--- src/rtl/rlock_pkg.sv ---
package rlock_pkg;

    localparam int unsigned EN_UNIT    = 128;
    localparam int unsigned NUM_RATIOS = 4;

    // Enable divide factor (system clocks per 128x-rate tick) for each ratio code
    function automatic int unsigned ratio_mult(input logic [1:0] code);
        case (code)
            2'd0:    return 2;
            2'd1:    return 3;
            2'd2:    return 4;
            default: return 6;
        endcase
    endfunction

    // System clocks per frame for each ratio code
    function automatic int unsigned ratio_clocks(input logic [1:0] code);
        return ratio_mult(code) * EN_UNIT;
    endfunction

endpackage

--- src/rtl/rlock_period.sv ---
module rlock_period #(
    parameter int CW = 12
) (
    input  logic          clk,
    input  logic          rst_n,
    input  logic          clr,
    input  logic          frame_in,
    output logic          edge_o,
    output logic [CW-1:0] period_o
);
    typedef struct packed {
        logic          f1;
        logic          f2;
        logic [CW-1:0] cnt;
    } st_t;

    st_t q, d;

    always_comb begin
        d    = q;
        d.f1 = frame_in;
        d.f2 = q.f1;
        if (clr)
            d.cnt = '0;
        else if (q.f1 && !q.f2)
            d.cnt = CW'(1);
        else if (q.cnt != '1)
            d.cnt = q.cnt + 1'b1;
    end

    always_ff @(posedge clk or negedge rst_n) begin
        if (!rst_n) q <= '0;
        else        q <= d;
    end

    assign edge_o   = q.f1 & ~q.f2;
    assign period_o = q.cnt;

    // the period count restarts at one right after every rising frame edge
    a_r2_period_restart: assert property (@(posedge clk) disable iff (!rst_n)
        edge_o && !clr |=> period_o == CW'(1));

endmodule

--- src/rtl/rlock_class.sv ---
module rlock_class #(
    parameter int CW     = 12,
    parameter int TOL64  = 5,
    parameter int LOSS64 = 6,
    parameter int TOL48  = 4,
    parameter int LOSS48 = 5
) (
    input  logic [CW-1:0] period,
    input  logic [1:0]    ref_code,
    input  logic          bpf48,
    output logic          hit,
    output logic [1:0]    hit_code,
    output logic          over_ref,
    output logic          loss_ref
);
    localparam int SW = CW + 8;
    localparam int NR = rlock_pkg::NUM_RATIOS;

    logic [SW-1:0] bpf_w;
    logic [SW-1:0] tol_k;
    logic [SW-1:0] loss_k;
    logic [NR-1:0] hit_vec;

    assign bpf_w  = bpf48 ? SW'(48) : SW'(64);
    assign tol_k  = bpf48 ? SW'(TOL48) : SW'(TOL64);
    assign loss_k = bpf48 ? SW'(LOSS48) : SW'(LOSS64);

    for (genvar i = 0; i < NR; i++) begin : g_cand
        localparam logic [CW-1:0] RV = CW'(rlock_pkg::ratio_clocks(2'(i)));
        logic [CW-1:0] dev;
        assign dev        = (period > RV) ? period - RV : RV - period;
        assign hit_vec[i] = (SW'(dev) * bpf_w) < (tol_k * SW'(RV));
    end

    always_comb begin
        hit      = |hit_vec;
        hit_code = '0;
        for (int j = NR - 1; j >= 0; j--)
            if (hit_vec[j]) hit_code = 2'(j);
    end

    logic [CW-1:0] ref_clk;
    logic [CW-1:0] ref_dev;

    assign ref_clk  = CW'(rlock_pkg::ratio_clocks(ref_code));
    assign over_ref = period > ref_clk;
    assign ref_dev  = over_ref ? period - ref_clk : ref_clk - period;
    assign loss_ref = (SW'(ref_dev) * bpf_w) > (loss_k * SW'(ref_clk));

endmodule

--- src/rtl/rlock_div.sv ---
module rlock_div #(
    parameter int MW = 3
) (
    input  logic       clk,
    input  logic       rst_n,
    input  logic       restart,
    input  logic       run,
    input  logic [1:0] code,
    output logic       en128,
    output logic       en64
);
    typedef struct packed {
        logic [MW-1:0] div;
        logic          ph;
    } st_t;

    st_t           q, d;
    logic [MW-1:0] last;
    logic          tick;

    assign last = MW'(rlock_pkg::ratio_mult(code) - 1);
    assign tick = run && (q.div == last);

    always_comb begin
        d = q;
        if (restart) begin
            d.div = '0;
            d.ph  = 1'b0;
        end else if (run) begin
            if (tick) begin
                d.div = '0;
                d.ph  = ~q.ph;
            end else begin
                d.div = q.div + 1'b1;
            end
        end
    end

    always_ff @(posedge clk or negedge rst_n) begin
        if (!rst_n) q <= '0;
        else        q <= d;
    end

    assign en128 = tick;
    assign en64  = tick & q.ph;

    // every ratio divides by at least two, so 128x ticks are never adjacent
    a_r4_en128_gap: assert property (@(posedge clk) disable iff (!rst_n)
        en128 |=> !en128);

endmodule

--- src/rtl/fsync_ratio_mon.sv ---
module fsync_ratio_mon #(
    parameter int CW          = 12,
    parameter int MUTE_FRAMES = 32
) (
    input  logic       clk,
    input  logic       rst_n,
    input  logic       frame_clk,
    input  logic       bpf48,
    input  logic       slave_en,
    output logic [1:0] ratio_code,
    output logic       locked,
    output logic       mute,
    output logic       en128,
    output logic       en64
);
    localparam int HW = $clog2(MUTE_FRAMES + 1);

    typedef struct packed {
        logic          locked;
        logic          prev_ok;
        logic          cand_ok;
        logic [1:0]    cand_code;
        logic [1:0]    code;
        logic [HW-1:0] hold;
    } st_t;

    st_t           q, d;
    logic          fedge;
    logic [CW-1:0] period;
    logic          hit, over_ref, loss_ref;
    logic [1:0]    hit_code;

    rlock_period #(.CW(CW)) u_period (
        .clk      (clk),
        .rst_n    (rst_n),
        .clr      (!slave_en),
        .frame_in (frame_clk),
        .edge_o   (fedge),
        .period_o (period)
    );

    rlock_class #(.CW(CW)) u_class (
        .period   (period),
        .ref_code (q.code),
        .bpf48    (bpf48),
        .hit      (hit),
        .hit_code (hit_code),
        .over_ref (over_ref),
        .loss_ref (loss_ref)
    );

    rlock_div u_div (
        .clk     (clk),
        .rst_n   (rst_n),
        .restart (fedge),
        .run     (q.locked),
        .code    (q.code),
        .en128   (en128),
        .en64    (en64)
    );

    always_comb begin
        d = q;
        if (!slave_en) begin
            d = '0;
        end else if (q.locked) begin
            if (loss_ref && (fedge || over_ref)) begin
                d.locked  = 1'b0;
                d.cand_ok = 1'b0;
            end else if (fedge && q.hold != '0) begin
                d.hold = q.hold - 1'b1;
            end
        end else if (fedge) begin
            if (!q.prev_ok) begin
                d.prev_ok = 1'b1;
                d.cand_ok = 1'b0;
            end else if (hit) begin
                if (q.cand_ok && q.cand_code == hit_code) begin
                    d.locked  = 1'b1;
                    d.code    = hit_code;
                    d.hold    = HW'(MUTE_FRAMES);
                    d.cand_ok = 1'b0;
                end else begin
                    d.cand_ok   = 1'b1;
                    d.cand_code = hit_code;
                end
            end else begin
                d.cand_ok = 1'b0;
            end
        end
    end

    always_ff @(posedge clk or negedge rst_n) begin
        if (!rst_n) q <= '0;
        else        q <= d;
    end

    assign locked     = q.locked;
    assign ratio_code = q.code;
    assign mute       = slave_en & (!q.locked | (q.hold != '0));

    // a fresh lock always starts with the zero request raised
    a_r8_mute_at_lock: assert property (@(posedge clk) disable iff (!rst_n)
        $rose(locked) |-> mute);

    // the settle countdown never climbs while lock is held
    a_r8_hold_monotone: assert property (@(posedge clk) disable iff (!rst_n)
        q.locked && $past(q.locked) |-> q.hold <= $past(q.hold));

    // the reported ratio holds still for as long as lock lasts
    a_r11_code_stable: assert property (@(posedge clk) disable iff (!rst_n)
        locked && $past(locked) |-> $stable(ratio_code));

    // an edge whose period breaks the loss limit ends the lock
    a_r7_loss_edge: assert property (@(posedge clk) disable iff (!rst_n)
        slave_en && q.locked && fedge && loss_ref |=> !locked);

    // leaving slave operation clears lock and silences the enables
    a_r10_idle_clear: assert property (@(posedge clk) disable iff (!rst_n)
        !slave_en |=> !locked && !en128);

endmodule

--- config.mk ---
export PLATFORM = sky130hd
export DESIGN_NAME = fsync_ratio_mon
export DESIGN_NICKNAME = d
export VERILOG_FILES = /design/src/rtl/rlock_pkg.sv /design/src/rtl/rlock_period.sv /design/src/rtl/rlock_class.sv /design/src/rtl/rlock_div.sv /design/src/rtl/fsync_ratio_mon.sv
export SDC_FILE = /design/constraint.sdc
export NUM_CORES = 1
export LEC_CHECK = 0
export ABC_CLOCK_PERIOD_IN_PS = 20300
export BUFFER_PORTS_ARGS = -buffer_cell sky130_fd_sc_hd__buf_2
export CAP_MARGIN = 20
export CORE_MARGIN = 2
export CORE_UTILIZATION = 50
export DETAILED_ROUTE_END_ITERATION = 7
export PLACE_DENSITY_LB_ADDON = 0.2
export SYNTH_ARGS = -nofsm -noshare
export SYNTH_HDL_FRONTEND = slang
export SYNTH_SLANG_ARGS = --single-unit
--- constraint.sdc ---
create_clock -name clk -period 20.3 [get_ports clk]
set_input_delay 1.015 -clock clk [delete_from_list [all_inputs] [get_ports clk]]
set_output_delay 1.015 -clock clk [all_outputs]
set_load 0.05 [all_outputs]
==> results of run 1 <==
[cells by family (layout without fill, tap and decap cells)]
| family | count (synthesis) | count (layout) | share of synthesized area |
|---|---|---|---|
| AO/OA/AOI/OAI | 264 | 264 | 0.187 |
| XOR/XNOR | 82 | 82 | 0.0737 |
| adder cells (fa/ha/maj) | 294 | 294 | 0.383 |
| buffers and inverters | 136 | 75 | 0.0551 |
| flip-flops | 31 | 31 | 0.0796 |
| multiplexers | 39 | 39 | 0.0410 |
| other | 1 | 6 | 0.000385 |
| AND/OR/NAND/NOR | 356 | 356 | 0.180 |
[layout make-up]
class / instances / area share
multi-input combinational: 1041 / 0.848
sequential: 31 / 0.0778
tap: 265 / 0.0332
inverter: 54 / 0.0203
clock buffer: 7 / 0.0133
timing repair buffer: 13 / 0.00728
clock inverter: 1 / 0.000502
[layer usage]
layer | vias to the layer above | track usage | share of wire
li1 | 4224 | - | -
met1 | 3812 | 0.283 | 0.48
met2 | 143 | 0.340 | 0.46
met3 | 20 | 0.0183 | 0.037
met4 | 0 | 0.0397 | 0.018
met5 | - | 0 | 0
[flip-flops by register name, indices dropped and copies added (netlist names)]
name	cells
u_period.period_o	12
q	10
u_div.q	4
ratio_code	2
locked	1
u_period.d	1
u_period.q	1
[worst max-delay path, cell delays in order (launching register included)]
cell     delay [ns]
dfrtp_1        0.55
inv_1          0.16
ha_1           0.34
nor3b_2        0.56
nand2_1        0.21
nor3_2         0.39
a21oi_1        0.16
nor3_1         0.42
o21ai_0        0.15
a21oi_1        0.20
xor2_1         0.33
nor2_1         0.08
ha_1           0.31
ha_1           0.29
ha_1           0.30
ha_1           0.29
ha_1           0.37
a21oi_1        0.21
o22ai_1        0.11
nor4_1         0.20
nand4_1        0.14
nor3_1         0.72
nand2_1        0.30
nand2_1        0.15
o21ai_0        0.21
o21ai_0        0.26
o32ai_2        0.11
[power breakdown]
part           internal [mW]  switching (mW)  leakage (nW)
logic                  0.105           0.140          4.68
clock network         0.0452          0.0255        0.0679
registers             0.0626         0.00186         0.425
[per-stage QoR]
stage | cells | util
finish | 1412 | 0.517
global route | 1412 | 0.517
detailed placement | 1404 | 0.510
global placement | 1404 | 0.510
CTS | 1412 | 0.517
floorplan | 1208 | -
[path summary, 6_finish.rpt]
path	from	endpoint	depth (start not counted)
setup / recovery	u_period.period_o[1]	q[8]	26
hold / removal	u_period.d[12]	u_period.q[12]	0
setup reg to reg	u_period.period_o[1]	q[8]	26
hold reg to reg	u_period.d[12]	u_period.q[12]	0
max in group asynchronous	rst_n	q[8]	1
min in group asynchronous	rst_n	q[0]	1
[cell usage in the layout, fill, tap and decap left out, types with 9 or more instances in the layout]
master	instances
a31oi_1	15
buf_2	10
o21bai_1	19
nand2_1	47
xnor2_1	61
nor2_1	158
a21oi_1	77
nor3_1	24
and2_1	11
o211ai_1	9
nor2b_1	10
nand2b_1	12
inv_1	51
nand3_1	26
and3_1	9
dfrtp_1	31
o21ai_0	36
a21o_1	22
xor2_1	21
ha_1	287
mux2i_1	34
==> flow_summary_export.csv, run 1 <==
group,metric,value,unit
status,status,"finished, final reports clean",
global_routing,overflow,0,
critical_path,endpoint_kind,"flip-flop",
global_routing,grt_pass1_wl,35100,um
cts,clkLatencyLatePin,0.27,ns
min_path,hold_path_class,"flip-flop to flip-flop",
cts,h-tree-depth,2,
finish,layout-drive-gt1-share,0.0506,
global_routing,grt_pass1_vias,7464,
floorplanning,initial_core_util,0.506,
sta,whs,0.430,ns
placement,place_congestion,0.896,
finish,fin_area,9970,um2
floorplanning,core_area,19300,um2
synthesis,yosys.area.top_type,"ha_1",
synthesis,avgSynthCellArea,8.10,um2
placement,dp_hpwl,16800,um
floorplanning,dieHeight,144,um
critical_path,arrival,7.80,ns
cts,path_clk_slew,0.05,ns
synthesis,ys_seq_elements,31,
route,drtIter0Drc,429,
route,drt-total-wl,20500,um
synthesis,synth_ff_type,"dfrtp_1",
cts,cts_buffer_depth,2,
finish,n_antenna_cell,0,
finish,area_growth,2.32,%
synthesis,synth_common_cells,"ha_1, nor2_1, a21oi_1",
critical_path,worstPathRequired,20.43,ns
cts,cts_tree,"yes",
placement,port_buffers,10,
route,viasPerCell,5.81,
floorplanning,die_area,20600,um2
synthesis,synth.most_common_cell,"ha_1",
route,routedWlPerCell,14.5,um
global_routing,grt_use_total,0.202,
critical_path,startpoint_type,"flip-flop",
synthesis,synth_cell_types,92,
critical_path,cp_max_fo,9,
global_routing,antenna_found_initial,0,
synthesis,synth_top_cell_area_share,0.368,
pwr,p_leak,5.18,nW
synthesis,synthCells,1203,
job,maxCapViolations,0,
cts,postCtsHoldBufs,0,
cts,cts_resized,0,
floorplanning,io_pins,11,
synthesis,yosysSeqAreaShare,0.0796,
cts,clockRootBuffer,"clkbuf_16",
critical_path,criticalPathCategory,"flip-flop to flip-flop",
floorplanning,die_x,144,um
sta,hold_violations,0,
sta,setup_viol,0,
synthesis,netlist_area,9750,um2
route,vias,8199,
cts,cts_setup_buffers,0,
sta,skew,0.00786,ns
sta,period_needed,7.68,ns
sta,rsz0062_at_grt,"false",
critical_path,regToRegSetupSlack,12.62,ns
sta,finalCritPeriodShare,0.378,
synthesis,synth_edf_count,0,
sta,maxSlewViolCount,0,
pwr,powerDensity,38.1,nW/um2
sta,setup_tns,0,ns
finish,fin_nets,1445,
finish,multiInputGateArea,8450,um2
global_routing,grt_max_degree,67,
cts,cts_made_buffers,5,
sta,worst_slack,12.62,ns
placement,pre_cts_slack,12.70,ns
sta,tightest_slew,0.935,ns
synthesis,yosys_warnings,0,
sta,relSlewSlack,0.376,
synthesis,async_reset_ff_frac,1.00,
pwr,ir_drop,33.2,uV
cts,cts.sinks,31,
route,drt_first_pass_iters,5,
floorplanning,rows,51,
placement,dpl-instance-area,9830,um2
sta,fmax,0.130,GHz
synthesis,synth.area.top_cells,"ha_1, dfrtp_1, nor2_1",
finish,fillers,1940,
route,drcViolationCount,0,
route,ant_nets,0,
pwr,power,380,uW
finish,seq_area,776,um2
(Power assumes the default switching activity.)
==> inputs of run 2 (changes only) <==
--- a/config.mk
+++ b/config.mk
@@ -5,7 +5,8 @@
 export SDC_FILE = /design/constraint.sdc
 export NUM_CORES = 1
 export LEC_CHECK = 0
-export ABC_CLOCK_PERIOD_IN_PS = 20300
+export ABC_AREA = 1
+export ABC_CLOCK_PERIOD_IN_PS = 7000
 export BUFFER_PORTS_ARGS = -buffer_cell sky130_fd_sc_hd__buf_2
 export CAP_MARGIN = 20
 export CORE_MARGIN = 2
==> constraint.sdc (replaced) <==
create_clock -name clk -period 7 [get_ports clk]
set_input_delay 0.35 -clock clk [delete_from_list [all_inputs] [get_ports clk]]
set_output_delay 0.35 -clock clk [all_outputs]
set_load 0.05 [all_outputs]
==> run 2 against run 1 <==
Clock power grew to 3.1 times the previous value. Largest power group unchanged. Final cell count grew 29%. Via count grew 17%. Largest cell class unchanged. Highest routed layer unchanged.
==> flow_summary_export.csv, run 2 <==
group,metric,value,unit
cts,path_clk_slew,0.05,ns
global_routing,overflow,0,
cts,postCtsHoldBufs,0,
critical_path,cp_max_fo,17,
critical_path,cpPeakStageDelay,0.67,ns
route,ant_nets,0,
sta,maxSlewViolCount,0,
finish,seq_area,776,um2
pwr,powerDensity,108,nW/um2
job,maxCapViolations,0,
finish,final_common_cell,"nand2_1",
cts,cts_made_buffers,5,
global_routing,grt_pass1_wl,39300,um
pwr,p_leak,6.52,nW
status,status,"finished, final reports clean",
sta,setup_viol,0,
route,drt_first_pass_iters,7,
sta,worst_slack,0.637,ns
finish,most-common-layout-cells,"nand2_1, ha_1, inv_1",
finish,layout-drive-gt1-share,0.0547,
synthesis,synth_ff_type,"dfrtp_1",
critical_path,arrival,6.52,ns
finish,fillers,2043,
route,routedWlPerCell,12.3,um
cts,cts_resized,0,
floorplanning,rows,52,
sta,skew,0.00604,ns
route,drt-total-wl,22400,um
synthesis,yosysSeqAreaShare,0.0754,
sta,rsz0062_at_grt,"false",
sta,tightest_slew,0.689,ns
sta,fmax,0.157,GHz
cts,clkLatencyLatePin,0.27,ns
synthesis,netlist_area,10300,um2
synthesis,synth_top_cell_area_share,0.349,
critical_path,criticalPathCategory,"flip-flop to flip-flop",
pwr,ir_drop,156,uV
synthesis,yosys.area.top_type,"ha_1",
floorplanning,die_area,21800,um2
synthesis,synth_cell_types,54,
finish,area_growth,3.38,%
route,viasPerCell,5.24,
sta,finalCritPeriodShare,0.909,
critical_path,worstPathRequired,7.16,ns
synthesis,synthCells,1588,
synthesis,async_reset_ff_frac,1.00,
synthesis,avgSynthCellArea,6.48,um2
placement,place_congestion,0.950,
cts,clockRootBuffer,"clkbuf_16",
cts,cts_setup_buffers,0,
floorplanning,io_pins,11,
finish,multiInputGateArea,8470,um2
critical_path,startpoint_type,"flip-flop",
finish,fin_nets,1851,
synthesis,synth_common_cells,"nand2_1, ha_1, inv_1",
global_routing,grt_use_total,0.210,
floorplanning,dieHeight,147,um
finish,n_antenna_cell,0,
cts,cts.sinks,31,
cts,h-tree-depth,2,
synthesis,synth.most_common_cell,"nand2_1",
cts,cts_tree,"yes",
floorplanning,initial_core_util,0.509,
floorplanning,die_x,147,um
finish,largest_reg_flops,12,
sta,period_needed,6.36,ns
synthesis,synth_edf_count,0,
synthesis,yosys_warnings,0,
sta,hold_violations,0,
placement,pre_cts_slack,0.701,ns
route,drcViolationCount,0,
placement,dp_hpwl,19200,um
global_routing,antenna_found_initial,0,
synthesis,ys_seq_elements,31,
critical_path,endpoint_kind,"flip-flop",
global_routing,grt_max_degree,62,
sta,relSlewSlack,0.541,
global_routing,grt_pass1_vias,8816,
sta,setup_tns,0,ns
placement,port_buffers,10,
route,drtIter0Drc,491,
critical_path,slowest_stage,"dfrtp_1",
min_path,hold_path_class,"primary input to async pin",
route,vias,9559,
floorplanning,core_area,20200,um2
synthesis,synth.area.top_cells,"ha_1, nand2_1, dfrtp_1",
cts,cts_buffer_depth,2,
==> run 2: worst max-delay path, delay by kind of cell (launching register included) <==
family / cells / cell delay, ns
AO/OA/AOI/OAI: 6 / 1.17
XOR/XNOR: 2 / 0.37
adder cells (fa/ha/maj): 6 / 2.00
buffers and inverters: 3 / 0.56
flip-flops: 1 / 0.67
AND/OR/NAND/NOR: 13 / 1.46
==> run 2: path summary, 6_finish.rpt <==
check                                             to  slack, ns  cells past startpoint                  from
worst max-delay path                            q[5]       0.64                     30  u_period.period_o[8]
worst min-delay path                           q[11]       0.12                      1                 rst_n
worst max register to register                  q[5]       0.64                     30  u_period.period_o[8]
worst min register to register        u_period.q[12]       0.37                      0        u_period.d[12]
max in group asynchronous       u_period.period_o[2]       6.43                      1                 rst_n
min in group clk                      u_period.d[12]       0.19                      1             frame_clk
==> run 2: logic make-up after synthesis <==
kind of cell	synth area share
flip-flops	0.0754
AO/OA/AOI/OAI	0.115
AND/OR/NAND/NOR	0.313
multiplexers	0.000972
adder cells (fa/ha/maj)	0.362
buffers and inverters	0.104
other	0.000364
XOR/XNOR	0.0298
==> run 2: layout make-up <==
cell class | count | area share
flip-flops and latches | 31 | 0.0729
clock buffers | 8 | 0.0147
repair buffers | 16 | 0.00894
inverters | 214 | 0.0757
well taps | 270 | 0.0317
multi-input cells | 1284 | 0.796
==> run 2: power breakdown <==
part,switching (mW),internal (mW)
logic,0.457,0.283
clock network,0.0708,0.151
registers,0.00358,0.183
total,0.531,0.617
==> run 2: per-stage QoR <==
stage / total power, mW / cell area, um2 / cells / utilization / hold slack (ns)
global placement: 0.920 / 10500 / 1815 / 0.518 / 0.367
floorplan: 0.783 / 10300 / 1593 / - / 0.0544
finish: 1.15 / 10600 / 1823 / 0.526 / 0.121
CTS: 1.16 / 10600 / 1823 / 0.526 / 0.149
detailed placement: 0.933 / 10500 / 1815 / 0.518 / 0.363
global route: 1.29 / 10600 / 1823 / 0.526 / 0.182
==> run 2: layer usage <==
| metal | vias up | track usage | wire (um) |
|---|---|---|---|
| met5 | - | 0 | 0 |
| met4 | 0 | 0.0288 | 235 |
| met3 | 16 | 0.00988 | 659 |
| met2 | 130 | 0.378 | 10400 |
| met1 | 4300 | 0.287 | 11100 |
| li1 | 5113 | - | - |
==> inputs of run 3 (changes only) <==
--- a/config.mk
+++ b/config.mk
@@ -13,6 +13,7 @@
 export CORE_UTILIZATION = 50
 export DETAILED_ROUTE_END_ITERATION = 7
 export PLACE_DENSITY_LB_ADDON = 0.2
+export RECOVER_POWER = 100
 export SYNTH_ARGS = -nofsm -noshare
 export SYNTH_HDL_FRONTEND = slang
 export SYNTH_SLANG_ARGS = --single-unit
==> run 3 against run 2 <==
The run now ends with max-capacitance violations, max-slew violations left. Sequential share of layout area is essentially flat. Register-to-register slack is essentially flat. Routed wire length is essentially flat. Non-clock buffer count is the same. Largest cell class unchanged. Largest power group unchanged. Combinational power is essentially flat. Count of clock-buffer cells in the layout is the same. Global-route usage is the same. Final cell count is the same.
==> flow_summary_export.csv, run 3 (synthesis results as in run 2) <==
group,metric,value,unit
placement,dpl-instance-area,10500,um2
pwr,powerDensity,108,nW/um2
route,drt_first_pass_iters,5,
sta,setup_viol,0,
finish,largest_reg_flops,12,
floorplanning,die_x,147,um
critical_path,slowest_stage,"dfrtp_1",
route,met3_length,676,um
finish,area_growth,3.17,%
cts,clkLatencyLatePin,0.27,ns
sta,fmax,0.157,GHz
sta,maxSlewViolCount,32,
critical_path,startpoint_type,"flip-flop",
finish,fillers,2047,
floorplanning,dieHeight,147,um
cts,cts_tree,"yes",
global_routing,grt_pass1_vias,8816,
route,viasPerCell,5.25,
status,status,"finished, violations left",
placement,place_congestion,0.950,
sta,relSlewSlack,-0.102,
pwr,p_leak,6.50,nW
route,top_layer_used,"met4",
cts,h-tree-depth,2,
floorplanning,core_area,20200,um2
route,vias,9579,
job,maxCapViolations,1,
floorplanning,initial_core_util,0.509,
sta,hold_violations,0,
placement,place_inst,1815,
finish,final_cells,1823,
sta,finalCritPeriodShare,0.907,
finish,fin_nets,1851,
critical_path,cpPeakStageDelay,0.66,ns
route,routedWlPerCell,12.3,um
finish,most-common-layout-cells,"nand2_1, ha_1, inv_1",
critical_path,endpoint_kind,"flip-flop",
sta,setup_tns,0,ns
status,violations,"max-capacitance violations, max-slew violations",
min_path,hold_path_class,"primary input to flip-flop",
placement,port_buffers,10,
route,wl_met1,11100,um
critical_path,path_delay_family,"adder cells",
cts,path_clk_slew,0.05,ns
finish,seq_area,776,um2
floorplanning,rows,52,
critical_path,worstPathRequired,7.16,ns
critical_path,arrival,6.51,ns
global_routing,overflow,0,
critical_path,criticalPathCategory,"flip-flop to flip-flop",
route,ant_nets,0,
sta,skew,0.00600,ns
critical_path,cp_max_fo,17,
cts,postCtsHoldBufs,0,
global_routing,grt_use_total,0.210,
finish,multiInputGateArea,8460,um2
floorplanning,die_area,21800,um2
cts,cts_buffer_depth,2,
sta,rsz0062_at_grt,"false",
global_routing,antenna_found_initial,0,
cts,clockRootBuffer,"clkbuf_16",
critical_path,regToRegSetupSlack,0.65,ns
cts,cts_resized,0,
finish,n_antenna_cell,0,
finish,fin_area,10600,um2
route,drt-total-wl,22400,um
finish,layout-drive-gt1-share,0.0476,
global_routing,grt_pass1_wl,39300,um
pwr,ir_drop,156,uV
finish,final_common_cell,"nand2_1",
global_routing,grt_max_degree,62,
sta,period_needed,6.35,ns
cts,cts.sinks,31,
sta,whs,0.186,ns
cts,cts_made_buffers,5,
route,met2_length,10400,um
cts,cts_setup_buffers,0,
route,drtIter0Drc,457,
finish,final_util,0.525,
floorplanning,io_pins,11,
critical_path,crit_buf_inv,3,
sta,tightest_slew,1.65,ns
route,drcViolationCount,0,
placement,dp_hpwl,19200,um
==> run 3: cell types whose count changed in the layout (fill, tap and decap cells not counted), sizes merged <==
| cell | delta |
|---|---|
| buf | -7 |
| clkbuf | +7 |
==> run 3: power by group <==
group	switching, mW	total (mW)	internal [mW]
sequential	0.00359	0.186	0.183
combinational	0.456	0.739	0.283
clock	0.0711	0.222	0.151
==> run 3: worst paths after layout <==
| kind | cells after the start | startpoint | end |
|---|---|---|---|
| min | 1 | frame_clk | u_period.d[12] |
| max | 30 | u_period.period_o[8] | q[5] |
| min in group asynchronous | 1 | rst_n | q[11] |
| max in group asynchronous | 1 | rst_n | u_period.period_o[2] |
| min reg2reg | 0 | u_period.d[12] | u_period.q[12] |
| max reg2reg | 30 | u_period.period_o[8] | q[5] |
==> run 3: routing by layer <==
metal | track usage | vias to the layer above
met5 | 0 | -
met1 | 0.287 | 4316
met4 | 0.0288 | 0
met3 | 0.00988 | 20
li1 | - | 5112
met2 | 0.378 | 131
==> run 3: area by class of cell <==
type | count | area share
flip-flops and latches | 31 | 0.0730
clock buffers | 8 | 0.0147
repair buffers | 16 | 0.00813
inverters | 214 | 0.0759
multi-input cells | 1284 | 0.796
well taps | 270 | 0.0318
==> run 3: stage by stage <==
step	power (mW)	setup slack [ns]
global route	1.29	0.0460
detailed placement	0.933	0.701
CTS	1.16	0.672
global placement	0.920	0.736
finish	1.15	0.651
floorplan	0.783	1.44
